File: src/rtl/rpg_pkg.sv
package rpg_pkg;

    typedef enum logic {
        TOL_TIGHT = 1'b0,
        TOL_LOOSE = 1'b1
    } tol_sel_t;

    typedef struct packed {
        logic uv_tight;
        logic uv_loose;
        logic manual;
        logic wdog;
    } rpg_cause_t;

    function automatic logic supply_fault(input rpg_cause_t c, input tol_sel_t sel);
        return (sel == TOL_LOOSE) ? c.uv_loose : c.uv_tight;
    endfunction

endpackage

File: src/rtl/rpg_cause_merge.sv
module rpg_cause_merge
    import rpg_pkg::*;
(
    input  rpg_cause_t cause_i,
    input  tol_sel_t   sel_i,
    output logic       any_o
);
    always_comb begin
        any_o = supply_fault(cause_i, sel_i) | cause_i.manual | cause_i.wdog;
    end
endmodule

File: src/rtl/rpg_tick.sv
module rpg_tick #(
    parameter int CLK_PER_TICK = 125000
) (
    input  logic clk,
    input  logic clr,
    input  logic restart_i,
    output logic tick_o
);
    generate
        if (CLK_PER_TICK <= 1) begin : g_every
            assign tick_o = 1'b1;
        end else begin : g_div
            localparam int PW = $clog2(CLK_PER_TICK);
            localparam logic [PW-1:0] LAST = PW'(CLK_PER_TICK - 1);
            logic [PW-1:0] pre_q;

            always_ff @(posedge clk) begin
                if (clr || restart_i || pre_q == LAST) begin
                    pre_q <= '0;
                end else begin
                    pre_q <= pre_q + 1'b1;
                end
            end

            assign tick_o = (pre_q == LAST);
        end
    endgenerate
endmodule

File: src/rtl/rpg_hold.sv
module rpg_hold #(
    parameter int HOLD_TICKS = 610
) (
    input  logic clk,
    input  logic clr,
    input  logic cause_i,
    input  logic tick_i,
    output logic rst_o,
    output logic rst_n_oe_o
);
    localparam int CW = $clog2(HOLD_TICKS + 1);
    localparam logic [CW-1:0] FULL = CW'(HOLD_TICKS);

    logic [CW-1:0] cnt_q, cnt_d;
    logic          act_d;

    always_comb begin
        if (cause_i) begin
            cnt_d = FULL;
        end else if (tick_i && cnt_q != '0) begin
            cnt_d = cnt_q - 1'b1;
        end else begin
            cnt_d = cnt_q;
        end
        act_d = cause_i | (cnt_d != '0);
    end

    always_ff @(posedge clk) begin
        if (clr) begin
            cnt_q      <= FULL;
            rst_o      <= 1'b1;
            rst_n_oe_o <= 1'b1;
        end else begin
            cnt_q      <= cnt_d;
            rst_o      <= act_d;
            rst_n_oe_o <= act_d;
        end
    end
endmodule

File: src/rtl/rst_pulse_gen.sv
module rst_pulse_gen
    import rpg_pkg::*;
#(
    parameter int CLK_PER_TICK = 125000,
    parameter int HOLD_TICKS   = 610
) (
    input  logic clk,
    input  logic clr,
    input  logic uv_tight_i,
    input  logic uv_loose_i,
    input  logic tol_loose_i,
    input  logic man_rst_i,
    input  logic wdog_to_i,
    output logic rst_o,
    output logic rst_n_oe_o
);
    rpg_cause_t causes;
    tol_sel_t   sel;
    logic       cause_any;
    logic       tick;

    assign causes = '{uv_tight: uv_tight_i, uv_loose: uv_loose_i,
                      manual: man_rst_i, wdog: wdog_to_i};
    assign sel    = tol_sel_t'(tol_loose_i);

    rpg_cause_merge u_merge (
        .cause_i (causes),
        .sel_i   (sel),
        .any_o   (cause_any)
    );

    rpg_tick #(.CLK_PER_TICK(CLK_PER_TICK)) u_tick (
        .clk       (clk),
        .clr       (clr),
        .restart_i (cause_any),
        .tick_o    (tick)
    );

    rpg_hold #(.HOLD_TICKS(HOLD_TICKS)) u_hold (
        .clk        (clk),
        .clr        (clr),
        .cause_i    (cause_any),
        .tick_i     (tick),
        .rst_o      (rst_o),
        .rst_n_oe_o (rst_n_oe_o)
    );
endmodule

File: config.mk
export PLATFORM = sky130hd
export DESIGN_NAME = rst_pulse_gen
export DESIGN_NICKNAME = d
export VERILOG_FILES = /design/src/rtl/rpg_pkg.sv /design/src/rtl/rpg_cause_merge.sv /design/src/rtl/rpg_tick.sv /design/src/rtl/rpg_hold.sv /design/src/rtl/rst_pulse_gen.sv
export SDC_FILE = /design/constraint.sdc
export NUM_CORES = 1
export LEC_CHECK = 0
export BUFFER_PORTS_ARGS = -buffer_cell sky130_fd_sc_hd__buf_4
export CORE_ASPECT_RATIO = 0.7
export CORE_MARGIN = 2
export CORE_UTILIZATION = 58
export DETAILED_ROUTE_END_ITERATION = 8
export PLACE_DENSITY = 0.77
export REMOVE_ABC_BUFFERS = 1
export SKIP_CTS_REPAIR_TIMING = 1
export SLEW_MARGIN = 40
export SYNTH_ARGS = -nofsm -noshare
export SYNTH_HDL_FRONTEND = slang
export SYNTH_HIERARCHICAL = 1
export SYNTH_SLANG_ARGS = --single-unit
File: constraint.sdc
create_clock -name clk -period 3.65 [get_ports clk]
set_input_delay 0 -clock clk [delete_from_list [all_inputs] [get_ports clk]]
set_output_delay 0 -clock clk [all_outputs]
set_load 0.005 [all_outputs]
==> impl_metrics.py <==
metrics = {
    "clock_network": {
        "clock_sinks": 28,
        "clockBufferDepth": 2,
        "cts_tree": "yes",
        "clk_latency_ns": 0.33,
        "root_buffer": "clkbuf_4",
        "cts_max_level": 1,
        "path_clk_slew_ns": 0.15,
        "cts_made_buffers": 3,
    },
    "logic_synthesis": {
        "syn_area_mm2": 0.00143,
        "syn_area_per_cell_um2": 8.67,
        "synth.area.top_cells": "dfxtp_1, xnor2_1, nor2_1, nand3_1, nand2_1",
        "yosysUniqueCellTypes": 40,
        "yosys_warnings": 6,
        "synth_top_area_share_pct": 39.2,
        "synth_edf_count": 0,
        "syn_inst": 165,
        "synth_top_flop_cell": "dfxtp_1",
        "synth_area_leader_cell": "dfxtp_1",
        "async_reset_ff_share_pct": 0,
        "ys_seq_area_share_pct": 39.2,
        "synth_seq_cells": 28,
    },
    "pwr": {
        "vdd_drop_max_mv": 0.224,
        "p_sw_w": 0.0000967,
        "p_clk_share_pct": 38.8,
        "p_comb_share_pct": 2.3,
        "powerDensity_mw_per_mm2": 338,
        "internal_power_w": 0.000424,
        "p_leak_nw": 0.468,
        "power_frac_seq_pct": 58.9,
        "switching_share_pct": 18.6,
    },
    "die": {
        "fp.coreArea_mm2": 0.00240,
        "ios": 9,
        "chipWidth_um": 63.4,
        "die_h_um": 45.5,
        "dieArea_mm2": 0.00289,
        "initial_core_util_pct": 59.5,
        "num_rows": 15,
    },
    "route": {
        "wire_per_inst_um": 13.3,
        "wl_um": 2740,
        "drc": 0,
        "drt_first_pass_iters": 4,
        "antenna_left": 0,
        "via_per_inst": 5.53,
        "vias": 1145,
        "drt_first_iter_violations": 58,
    },
    "global_route": {
        "grt_usage_pct": 21.3,
        "grt_pass1_wl_um": 4750,
        "grt_overflow": 0,
        "grt_pass1_vias": 1003,
        "grt_max_degree": 18,
        "grt.busiest_layer": "met1",
        "grtUsageMet2_pct": 29.3,
        "use_met1_pct": 32.0,
        "antenna_found_initial": 0,
        "met3_usage_pct": 5.45,
    },
    "finish": {
        "nets": 184,
        "final_cell_mix": "nor2_1, dfxtp_1, xnor2_1",
        "area_growth_syn_to_layout_pct": 7.79,
        "stdcell_count": 207,
        "layout_commonest_cell": "nor2_1",
        "antennaDiodeCount": 0,
        "drive_gt1_share_pct": 12.1,
    },
    "hold_path": {
        "min_to": "u_hold/cnt_q[5]$_SDFF_PP1_",
        "min_from": "man_rst_i",
        "hp-class": "in2reg",
        "holdPathStages": 5,
    },
    "place": {
        "place_congestion": 0.906,
        "dp_hpwl_um": 2060,
        "portBuffers": 8,
        "dp_cells": 202,
    },
    "sta": {
        "fin_tns_setup_ns": 0,
        "rsz0062_at_grt": "no",
        "timing.fmax_ghz": 0.343,
        "final_hold_viol_count": 0,
        "setup_viol": 0,
        "period_minus_slack_ns": 2.91,
        "fin_crit_sh_pct": 79.9,
        "tightest_slew_ns": 0.668,
        "clock-skew-final_ns": 0.00594,
        "relSlewSlack_pct": 55.0,
        "slew_violations": 0,
    },
    "setup_path": {
        "crit_required_ns": 3.87,
        "r2r-end": "u_hold/rst_n_oe_o$_SDFF_PP1_",
        "worstPathMaxFanout": 6,
        "rr_worst_depth": 7,
        "r2r_slack_ns": 0.74,
        "cp-end-kind": "register",
        "cp-start-kind": "register",
        "cp.arrival_ns": 3.13,
        "reg2reg_from": "u_tick/g_div.pre_q[8]$_SDFF_PP0_",
        "path_class": "reg2reg",
    },
    "job": {
        "drv_cap": 0,
    },
    "run_status": {
        "status": "complete, no violations",
    },
}
worst max-delay path by stage:
stage,startpoint,to,slack [ns],cells past startpoint
final,u_tick/g_div.pre_q[8]$_SDFF_PP0_,u_hold/rst_n_oe_o$_SDFF_PP1_,0.74,7
after floorplan,u_tick/g_div.pre_q[8]$_SDFF_PP0_,u_hold/rst_n_oe_o$_SDFF_PP1_,1.03,7
after global routing,u_tick/g_div.pre_q[8]$_SDFF_PP0_,u_hold/rst_n_oe_o$_SDFF_PP1_,0.55,7
after global placement,u_tick/g_div.pre_q[8]$_SDFF_PP0_,u_hold/rst_n_oe_o$_SDFF_PP1_,0.91,7
after detailed placement,u_tick/g_div.pre_q[8]$_SDFF_PP0_,u_hold/rst_n_oe_o$_SDFF_PP1_,0.81,7
after CTS,u_tick/g_div.pre_q[8]$_SDFF_PP0_,u_hold/rst_n_oe_o$_SDFF_PP1_,0.77,7
Yosys cell counts, types with 2 or more instances:
master and instances:
or4b_1 2, a21oi_1 4, nand4_1 5, nand2_1 11, o31ai_1 2, o21ai_0 4, or2_2 3, inv_1 6
buf_6 2, nand4bb_1 2, ha_1 3, xnor2_1 14, xor2_1 4, nor2_1 32, nand3_1 11, dfxtp_1 28
nor3_1 4, nor4_1 6
kinds of logic (layout without fill, tap and decap cells):
family          Yosys count  count (layout)  synth area share, %
simple gates             86              86                 31.8
mux                       1               1                0.700
flops                    28              28                 39.2
buf+inv                  11              19                 5.34
compound gates           18              18                 9.27
xor+xnor                 18              18                 11.0
fa+ha+maj                 3               3                 2.62
final cells by class:
class / instances / area, um2
Clock buffer: 3 / 22.5
Clock inverter: 1 / 30.0
Fill cell: 214 / 861
Inverter: 6 / 22.5
Multi-Input combinational cell: 126 / 793
Sequential cell: 28 / 561
Tap cell: 34 / 42.5
Timing Repair Buffer: 9 / 70.1
routing by layer:
layer / part of all wire [%] / vias to the layer above
met4: 0.98 / 0
met1: 56 / 519
met5: 0 / -
met3: 3.9 / 2
li1: - / 603
met2: 39 / 21
critical path, cell delays in order, from the launching register on:
cell and delay, ns:
dfxtp_1 0.39, or4b_1 0.55, nor4_2 0.49, or3b_1 0.51
or2_2 0.33, nor3b_1 0.22, xnor2_1 0.18, nand4_1 0.12
power groups by stage:
stage	Sequential, W	Combinational, W	Clock (W)
final	0.000307	0.0000120	0.000202
after global routing	0.000307	0.0000131	0.000219
after CTS	0.000307	0.0000112	0.000209
after detailed placement	0.000313	0.0000112	0
after global placement	0.000313	0.0000110	0
after floorplan	0.000313	0.00000448	0
metrics by stage:
stage | util (%) | worst slack [ns] | area (um2) | power, W | hold WS (ns)
2_1_floorplan | - | 1.03 | 1380 | 0.000318 | 0.128
3_3_place_gp | 61.6 | 0.910 | 1480 | 0.000324 | 0.280
3_5_place_dp | 61.6 | 0.814 | 1480 | 0.000324 | 0.285
4_1_cts | 63.7 | 0.771 | 1530 | 0.000527 | -0.0781
5_1_grt | 64.2 | 0.546 | 1540 | 0.000539 | 0.125
6_report | 64.2 | 0.735 | 1540 | 0.000521 | 0.105
flip-flops by register name (all words and copies together), names as in the netlist:
signal,cells
u_tick/g_div.pre_q,17
u_hold/rst_n_oe_o,1
u_hold/cnt_q,10
Note: power is estimated with default switching activity, not from simulation.
